--- src/rtl/pnc_pkg.sv ---
package pnc_pkg;
  localparam int PNC_NUM_CH  = 2;
  localparam int PNC_CH_FWD  = 0;
  localparam int PNC_CH_REV  = 1;
  localparam int PNC_SYNC_STAGES = 2;
endpackage

--- src/rtl/pnc_edge_sync.sv ---
module pnc_edge_sync #(
  parameter int STAGES = 2
) (
  input  logic clk,
  input  logic rst_n,
  input  logic raw,
  input  logic invert,
  output logic rise
);
  logic [STAGES-1:0] sync_q, sync_d;
  logic              prev_q, prev_d;

  // polarity applied ahead of the synchroniser
  always_comb begin
    sync_d = {sync_q[STAGES-2:0], raw ^ invert};
    prev_d = sync_q[STAGES-1];
  end

  always_ff @(posedge clk or negedge rst_n) begin
    if (!rst_n) begin
      sync_q <= '0;
      prev_q <= 1'b0;
    end else begin
      sync_q <= sync_d;
      prev_q <= prev_d;
    end
  end

  assign rise = sync_q[STAGES-1] & ~prev_q;
endmodule

--- src/rtl/pnc_counter.sv ---
module pnc_counter #(
  parameter int W = 32
) (
  input  logic         clk,
  input  logic         rst_n,
  input  logic         clr,
  input  logic         inc,
  output logic [W-1:0] count
);
  localparam logic [W-1:0] STEP = W'(1);
  logic [W-1:0] cnt_q, cnt_d;
  logic         cnt_en;

  always_comb begin
    cnt_en = clr | inc;
    if (clr) cnt_d = '0;
    else     cnt_d = cnt_q + STEP;
  end

  always_ff @(posedge clk or negedge rst_n) begin
    if (!rst_n)      cnt_q <= '0;
    else if (cnt_en) cnt_q <= cnt_d;
  end

  assign count = cnt_q;
endmodule

--- src/rtl/pnc_dir_track.sv ---
module pnc_dir_track (
  input  logic clk,
  input  logic rst_n,
  input  logic clr,
  input  logic fwd_inc,
  input  logic rev_inc,
  output logic dir_up
);
  logic dir_q, dir_d, dir_en;

  always_comb begin
    dir_en = clr | (fwd_inc ^ rev_inc);
    dir_d  = clr ? 1'b0 : fwd_inc;
  end

  always_ff @(posedge clk or negedge rst_n) begin
    if (!rst_n)      dir_q <= 1'b0;
    else if (dir_en) dir_q <= dir_d;
  end

  assign dir_up = dir_q;
endmodule

--- src/rtl/pulse_net_counter.sv ---
module pulse_net_counter
  import pnc_pkg::*;
#(
  parameter int W = 32
) (
  input  logic                clk,
  input  logic                rst_n,
  input  logic                cw_in,
  input  logic                ccw_in,
  input  logic                invert_in,
  input  logic                clr,
  output logic [W-1:0]        cw_count,
  output logic [W-1:0]        ccw_count,
  output logic signed [W-1:0] net_count,
  output logic                dir_up
);
  logic [PNC_NUM_CH-1:0] raw_ch;
  logic [PNC_NUM_CH-1:0] rise_ch;
  logic [W-1:0]          cnt_ch [PNC_NUM_CH];

  assign raw_ch[PNC_CH_FWD] = cw_in;
  assign raw_ch[PNC_CH_REV] = ccw_in;

  for (genvar g = 0; g < PNC_NUM_CH; g++) begin : g_chan
    pnc_edge_sync #(.STAGES(PNC_SYNC_STAGES)) u_sync (
      .clk    (clk),
      .rst_n  (rst_n),
      .raw    (raw_ch[g]),
      .invert (invert_in),
      .rise   (rise_ch[g])
    );
    pnc_counter #(.W(W)) u_cnt (
      .clk   (clk),
      .rst_n (rst_n),
      .clr   (clr),
      .inc   (rise_ch[g]),
      .count (cnt_ch[g])
    );
  end

  pnc_dir_track u_dir (
    .clk     (clk),
    .rst_n   (rst_n),
    .clr     (clr),
    .fwd_inc (rise_ch[PNC_CH_FWD]),
    .rev_inc (rise_ch[PNC_CH_REV]),
    .dir_up  (dir_up)
  );

  assign cw_count  = cnt_ch[PNC_CH_FWD];
  assign ccw_count = cnt_ch[PNC_CH_REV];
  assign net_count = $signed(cnt_ch[PNC_CH_FWD] - cnt_ch[PNC_CH_REV]);
endmodule

--- config.mk ---
export PLATFORM = sky130hd
export DESIGN_NAME = pulse_net_counter
export DESIGN_NICKNAME = d
export VERILOG_FILES = /design/src/rtl/pnc_pkg.sv /design/src/rtl/pnc_edge_sync.sv /design/src/rtl/pnc_counter.sv /design/src/rtl/pnc_dir_track.sv /design/src/rtl/pulse_net_counter.sv
export SDC_FILE = /design/constraint.sdc
export NUM_CORES = 1
export LEC_CHECK = 0
export CORE_AREA = 2 2 114 116
export CTS_CLUSTER_SIZE = 40
export DETAILED_ROUTE_END_ITERATION = 10
export DIE_AREA = 0 0 116 118
export PLACE_DENSITY_LB_ADDON = 0.25
export SYNTH_ARGS = -nofsm -noshare
export SYNTH_HDL_FRONTEND = slang
export SYNTH_HIERARCHICAL = 1
export SYNTH_SLANG_ARGS = --single-unit
export TNS_END_PERCENT = 1
--- constraint.sdc ---
create_clock -name clk -period 4.1 [get_ports clk]
set_input_delay 1.025 -clock clk [delete_from_list [all_inputs] [get_ports clk]]
set_output_delay 1.025 -clock clk [all_outputs]
set_load 0.1 [all_outputs]
After elaboration in Yosys (flattened, before gate mapping)
Index checks and enable logic that the tools add are counted.

storage, ports and cells
  register bits = 71
  input port bits = 6
  logic and storage cells = 23

operators by class
  $add $sub $neg = 3
  muxes and demuxes = 3
  bitwise logic cells = 10

operators with widths
  kind                   count
  $add 32x1->32 const B  2
  $mux 32                2
  $sub 32x32->32         1
  $or 1x1->1             3
  $xor 1x1->1            3
  $and 1x1->1            2
  $not 1->1              2
  $mux 1                 1

Longest topological paths before layout
Gate-level depths: netlist of run 1.

  depth after elaboration = 4
  mapped depth = 10

Cells and area by module
Netlist of run 1, hierarchy kept.

modules (own cells, without submodules)
  module                         times used  cells an instance  area an instance (um^2)  sequential area each (um^2)
  pulse_net_counter              1           279                1,839.3                  0.0
  pnc_counter (g_chan[0].u_cnt)  1           183                1,714.1                  800.8
  pnc_counter (g_chan[1].u_cnt)  1           176                1,680.4                  800.8
  pnc_edge_sync                  2           5                  90.1                     75.1
  pnc_dir_track                  1           4                  41.3                     25.0

Worst setup path after synthesis of run 1
Ideal clock, no wire load.

  kind = register to output
  start = register g_chan[1].u_cnt.cnt_q[4]
  end = output port net_count[12]
  data arrival time = 5.764 ns
  path slack = -2.689 ns
  cell stages (with the launch flop) = 9
  cell sequence = dfrtp_1 -> inv_1 -> ha_1 -> a21o_1 -> a21oi_1 -> a21oi_1 -> o21bai_1 -> a21boi_0 -> o311ai_0

on the way
  longest elaborated chain between the ends = 1

RTL lines
  element                 RTL line                 RTL
  from (decl)             pnc_counter.sv:11        logic [W-1:0] cnt_q, cnt_d;
  from (signal assigned)  pnc_counter.sv:22        else if (cnt_en) cnt_q <= cnt_d;
  $sub 32x32->32          pulse_net_counter.sv:52  assign net_count = $signed(cnt_ch[PNC_CH_FWD] - cnt_ch[PNC_CH_REV]);
  to (decl)               pulse_net_counter.sv:14  output logic signed [W-1:0] net_count,

No other way between the ends.

Worst setup path in the final report of run 1
  start = register g_chan[1].u_cnt.cnt_q[5]
  end = output port net_count[29]

The elaborated chain is that of the path after synthesis.

==> results of run 1 <==
[how the worst max path moves through the flow]
stage                              from            end  slack [ns]  depth (start not counted)
2_1_floorplan  g_chan[0].u_cnt/count[0]   net_count[4]       -0.51                          7
3_3_place_gp   g_chan[0].u_cnt/count[0]  net_count[30]        0.36                         12
3_5_place_dp   g_chan[1].u_cnt/count[5]  net_count[29]        0.24                         10
4_1_cts        g_chan[1].u_cnt/count[0]  net_count[30]       -0.02                         11
5_1_grt        g_chan[1].u_cnt/count[5]  net_count[29]       -0.06                         10
6_report       g_chan[1].u_cnt/count[5]  net_count[29]        0.08                         10
[worst reg2reg max path, stage by stage, from the launching register on]
cell and delay, ns:
dfrtp_1 0.36, nor2b_1 0.54, o21ai_1 0.29, or4_1 0.74, nor4_1 0.29, mux2_2 0.37
[where the power goes]
group	internal [mW]	leakage, nW	total [mW]	switching, mW
registers	0.712	0.958	0.722	0.00972
logic	0.360	2.05	1.19	0.826
clock network	0.596	0.170	0.914	0.318
total	1.67	3.18	2.82	1.15
[stage by stage]
stage	setup WS (ns)	utilization (%)
3_3_place_gp	0.358	56.6
6_report	0.0771	60.7
3_5_place_dp	0.235	56.6
4_1_cts	-0.0224	59.8
5_1_grt	-0.0566	60.7
2_1_floorplan	-0.505	-
[registers in the layout, summed over array words and instances, names as in the netlist]
name / flops
g_chan.u_sync/prev_q: 2
u_dir/dir_up: 1
g_chan.u_sync/sync_q: 4
g_chan.u_cnt/count: 64
[cell type report]
type                       count  share of cell area [%]
clock buffer                   9                    2.99
clock inverter                 7                    1.61
inverter                      54                    2.69
multi-input combinational    496                    48.8
sequential                    71                    23.8
tap                          172                    2.86
timing repair buffer         118                    17.3
[logic make-up after synthesis]
logic type / count (synthesis) / synth area share [%]
simple gates: 233 / 22.6
mux: 9 / 1.81
buf+inv: 85 / 6.38
compound gates: 169 / 20.6
fa+ha+maj: 34 / 7.94
xor+xnor: 51 / 8.19
flops: 71 / 32.6
[routing by layer]
layer	global-route usage (%)	routed length, µm
met1	28.2	6500
met2	37.6	7490
met3	6.49	985
met4	12.6	712
met5	0	0
[synthesized netlist by cell type, types with 5 or more instances]
cell type | n | area, µm²
nand2_1 | 55 | 206
mux2_2 | 7 | 78.8
dfrtp_1 | 71 | 1780
and4_1 | 8 | 70.1
xnor2_1 | 30 | 263
clkbuf_1 | 18 | 67.6
o21a_1 | 7 | 52.6
or4_1 | 21 | 158
a21o_1 | 15 | 113
nand3_1 | 14 | 70.1
o31ai_1 | 19 | 143
o21bai_1 | 6 | 45.0
inv_1 | 54 | 203
o21ai_1 | 5 | 25.0
ha_1 | 33 | 413
o21ai_0 | 30 | 150
nor3_1 | 13 | 65.1
a21oi_1 | 58 | 290
or3_1 | 18 | 113
nor2b_1 | 11 | 68.8
nor4_1 | 10 | 62.6
xor2_1 | 21 | 184
nor2_1 | 55 | 206
nand4_1 | 16 | 100
[repair_timing]
action,4_1_cts,5_1_grt
gates cloned,0,0
gates resized for setup,9,26
setup buffers,1,1
endpoints found under the setup margin,6,10
hold endpoints to repair,0,0
pin swaps,1,4
==> flow_metrics.tcl, run 1 <==
set metrics [dict create \
    drc 0 \
    arrival_ns 3.00 \
    timing.rr.start "g_chan[0].u_sync/prev_q" \
    via_count 5256 \
    avgSynthCellArea_um2 8.37 \
    slew_violations 0 \
    path_max_fanout 6 \
    hold_viol_final 0 \
    whs_ns 0.352 \
    place_area_um2 7030 \
    hold_path.class "register to register" \
    p_leak_nw 3.18 \
    area.sequential_um2 1790 \
    tns_ns 0 \
    grt_pass1_vias 5132 \
    rows 41 \
    clockRootBuffer "clkbuf_16" \
    finalPower_mw 2.82 \
    instances_no_fill 927 \
    r2r_setup_slack_ns 1.40 \
    clock_path_buffers 2 \
    yosysWarnings 6 \
    crit_chain "inv_1, ha_2, o21ai_1, a211oi_2, o21ai_1, a21oi_2, o21ai_2, o41ai_4, o311a_1, buf_12" \
    fin_area_um2 7530 \
    syn_inst 652 \
    cp.required_ns 3.07 \
    holdBufCountCts 0 \
    outcome "complete, no violations" \
    synthFlopType "dfrtp_1" \
    synth_edf_count 0 \
    slowest_delay_ns 0.46 \
    power_density_nw_per_um2 375 \
    ant_nets 0 \
    holdPathStages 0 \
    layout_commonest_cell "clkdlybuf4s50_1" \
    ys_seq_area_share_pct 32.6 \
    cap_violations 0 \
    mostFrequentLayoutCells "68 x clkdlybuf4s50_1, 60 x dfrtp_1, 56 x a21oi_1" \
    track_usage_pct 23.4 \
    globalRouteOverflowTotal 0 \
    dp.cells 909 \
    cts_buffers 9 \
    hpwl_mm 11.7 \
    antenna_found_initial 0 \
    drt-initial-drc-count 381 \
    yosys_register_bits 71 \
    vdd_ir_drop_max_v 0.000410 \
    skew_ns 0.00523 \
    cp_common_cell "o21ai_1" \
    syn_area_um2 5460 \
    async_flop_share_pct 100 \
    grt_pass1_wl_mm 25.5 \
    r2r-end "g_chan[0].u_cnt/count[31]" \
    multi_input_area_um2 3680 \
    cpLargestDelayFamily "compound AO/OA/AOI/OAI gates" \
    core_area_um2 12400 \
    clk_latency_ns 0.34 \
    start_util_pct 43.9 \
    rsz0062_at_grt "yes" \
    slowest_stage "o41ai_4" \
    syn_nets 692 \
    setup_violations 0 \
    slew_headroom_pct 31.0 \
    worst_pin_slew_ns 1.03 \
    cp_num_buf_inv 2 \
    numPortBuffers 102 \
    antenna_cells 0 \
    cts_tree "done" \
    area_growth_pct 38.1 \
    post-route-min-period_ns 4.02 \
    die_height_um 118 \
    firstDrtPassIters 5 \
    final_layout_size_suffix_gt1_share_pct 17.9 \
    fin_crit_sh_pct 98.1 \
    reg2regPathDepth 5 \
    wl_mm 15.7 \
    cp-start-kind "register" \
    vias_per_cell 5.67 \
    clkTransAtPathRegs_ns 0.06 \
    critPathCaptureType "output pin" \
    cts.sinks 71 \
    fillCellCount 1107 \
    crit_type "register to output pin" \
    gp_congestion 0.944 \
    fmax_mhz 249 \
    grt_max_degree 72 \
    io_pins 103 \
    htreeDepth 3 \
    min_to "g_chan[1].u_sync/sync_q[1]" \
    avgRoutedWirePerCell_um 16.9 \
    die_w_um 116 \
    worstHoldStart "g_chan[1].u_sync/sync_q[0]" \
    die-area_um2 13700 \
    yosysUniqueCellTypes 57 \
    fin_nets 790 \
]
Power figures use the tool's default switching activity.
==> run 2, diff against run 1 <==
--- a/config.mk
+++ b/config.mk
@@ -5,10 +5,12 @@
 export SDC_FILE = /design/constraint.sdc
 export NUM_CORES = 1
 export LEC_CHECK = 0
-export CORE_AREA = 2 2 114 116
+export ABC_CLOCK_PERIOD_IN_PS = 4100
+export CORE_AREA = 2 2 120 122
+export CTS_CLUSTER_DIAMETER = 200
 export CTS_CLUSTER_SIZE = 40
 export DETAILED_ROUTE_END_ITERATION = 10
-export DIE_AREA = 0 0 116 118
+export DIE_AREA = 0 0 122 124
 export PLACE_DENSITY_LB_ADDON = 0.25
 export SYNTH_ARGS = -nofsm -noshare
 export SYNTH_HDL_FRONTEND = slang
==> run 2 against run 1 <==
- worst hold slack better by 0.0021 ns
- via count hardly changed
- first-iteration DRC count decreased by 7.3%
- setup slack worse by 0.014 ns
- cell area increased by 2.3%
- combinational power barely moved
- power fell by 3.3%
- register-to-register slack worse by 0.03 ns
- non-clock buffer count rose by 10
- highest routed layer unchanged
==> flow_metrics.tcl, run 2 (synthesis gave the netlist of run 1 again) <==
set metrics [dict create \
    outcome "complete, no violations" \
    mostFrequentLayoutCells "68 x clkdlybuf4s50_1, 55 x a21oi_1, 54 x inv_1, 54 x nand2_1, 53 x nor2_1" \
    grt_max_degree 72 \
    holdPathStages 0 \
    die_w_um 122 \
    worst_pin_slew_ns 1.04 \
    clkTransAtPathRegs_ns 0.06 \
    postLayoutCoreUtil_pct 56.2 \
    post-route-min-period_ns 4.04 \
    critPathCaptureType "output pin" \
    firstDrtPassIters 4 \
    avgRoutedWirePerCell_um 16.9 \
    htreeDepth 3 \
    via_count 5257 \
    slew_headroom_pct 30.6 \
    cpLargestDelayFamily "compound AO/OA/AOI/OAI gates" \
    cts_tree "done" \
    die-area_um2 15100 \
    drt-initial-drc-count 353 \
    die_height_um 124 \
    setup_violations 0 \
    cp_num_buf_inv 2 \
    antenna_cells 0 \
    slew_violations 0 \
    track_usage_pct 21.6 \
    holdBufCountCts 0 \
    slowest_delay_ns 0.44 \
    area_growth_pct 41.3 \
    largest_register_ffs 64 \
    vias_per_cell 5.56 \
    cts.sinks 71 \
    p_leak_nw 3.22 \
    numPortBuffers 102 \
    wl_mm 15.9 \
    clockRootBuffer "clkbuf_16" \
    clock_path_buffers 2 \
    reg2regPathDepth 5 \
    globalRouteOverflowTotal 0 \
    fmax_mhz 248 \
    grt_pass1_wl_mm 25.6 \
    ant_nets 0 \
    core_area_um2 13700 \
    cp_common_cell "a21o_1" \
    tns_ns 0 \
    arrival_ns 3.01 \
    hold_path.class "register to register" \
    instances_no_fill 945 \
    hpwl_mm 11.7 \
    clk_latency_ns 0.34 \
    cts_buffers 9 \
    finalPower_mw 2.73 \
    skew_ns 0.00851 \
    vdd_ir_drop_max_v 0.000346 \
    layout_commonest_cell "clkdlybuf4s50_1" \
    rows 43 \
    slowest_stage "dfrtp_2" \
    drc 0 \
    crit_chain "ha_4, a21o_1, a21o_1, a221o_1, a31o_4, a2111oi_4, buf_4, o31ai_4, xor2_4, buf_12" \
    dp.cells 915 \
    fin_nets 800 \
    gp_congestion 0.869 \
    path_max_fanout 5 \
    final_layout_size_suffix_gt1_share_pct 21.4 \
    hold_viol_final 0 \
    antenna_found_initial 0 \
    power_density_nw_per_um2 354 \
    grt_pass1_vias 5124 \
    cp.required_ns 3.07 \
    path_depth 10 \
    start_util_pct 39.8 \
    cap_violations 0 \
    cp-start-kind "register" \
    crit_type "register to output pin" \
    rsz0062_at_grt "yes" \
    io_pins 103 \
    fin_crit_sh_pct 98.5 \
]
[run 2: cell count changes in the layout (fill, tap and decap cells not counted), sizes merged]
| cell | change |
|---|---|
| bufinv | -2 |
| inv | +1 |
| buf | +10 |
| clkbuf | +1 |
[run 2: timing repair]
action | CTS | global route
setup buffers | 2 | 12
setup endpoints to repair | 7 | 12
resized for setup | 6 | 56
pin swaps | 3 | 5
endpoints found under the hold margin | 0 | 0
[run 2: cell type report]
type                       count  area, µm²
clock buffer                  10        229
fill                        1259       6010
clock inverter                 6       70.1
tap                          180        225
multi-input combinational    496       3800
sequential                    71       1800
timing repair buffer         128       1380
inverter                      54        203
[run 2: worst paths after layout]
path	start	end	slack [ns]
worst max-delay path	g_chan[0].u_cnt/count[11]	net_count[28]	0.06
worst min-delay path	g_chan[1].u_sync/sync_q[0]	g_chan[1].u_sync/sync_q[1]	0.35
worst max register to register	g_chan[1].u_sync/sync_q[1]	g_chan[1].u_cnt/count[27]	1.37
worst min register to register	g_chan[1].u_sync/sync_q[0]	g_chan[1].u_sync/sync_q[1]	0.35
max in group asynchronous	rst_n	g_chan[1].u_cnt/count[17]	2.48
min in group asynchronous	rst_n	g_chan[0].u_cnt/count[27]	0.89
[run 2: power breakdown]
part	total [mW]	switching [mW]	leakage [nW]	internal, mW
clock	0.802	0.326	0.147	0.476
combinational	1.20	0.834	2.13	0.371
sequential	0.721	0.00910	0.943	0.712
total	2.73	1.17	3.22	1.56
[run 2: stage by stage]
step           worst slack [ns]  instance area (µm²)  hold WS, ns
6_report                 0.0630                 7710        0.354
5_1_grt                 -0.0270                 7710        0.369
4_1_cts                0.000300                 7370        0.361
3_5_place_dp              0.238                 7020        0.347
3_3_place_gp              0.328                 7020        0.333
2_1_floorplan            -0.505                 5670        0.331
[run 2: layer usage]
layer,GRT usage [%],wire length [µm],part of all wire [%]
met4,9.91,574,3.6
met1,26.1,6680,42
met3,6.50,1110,7.0
met5,0,0,0
met2,35.4,7560,47
==> run 3, diff against run 2 <==
--- a/config.mk
+++ b/config.mk
@@ -12,6 +12,7 @@
 export DETAILED_ROUTE_END_ITERATION = 10
 export DIE_AREA = 0 0 122 124
 export PLACE_DENSITY_LB_ADDON = 0.25
+export SLEW_MARGIN = 20
 export SYNTH_ARGS = -nofsm -noshare
 export SYNTH_HDL_FRONTEND = slang
 export SYNTH_HIERARCHICAL = 1
==> results of run 3 <==
Same layout as run 2: the final DEF is identical, and so are final timing and power.
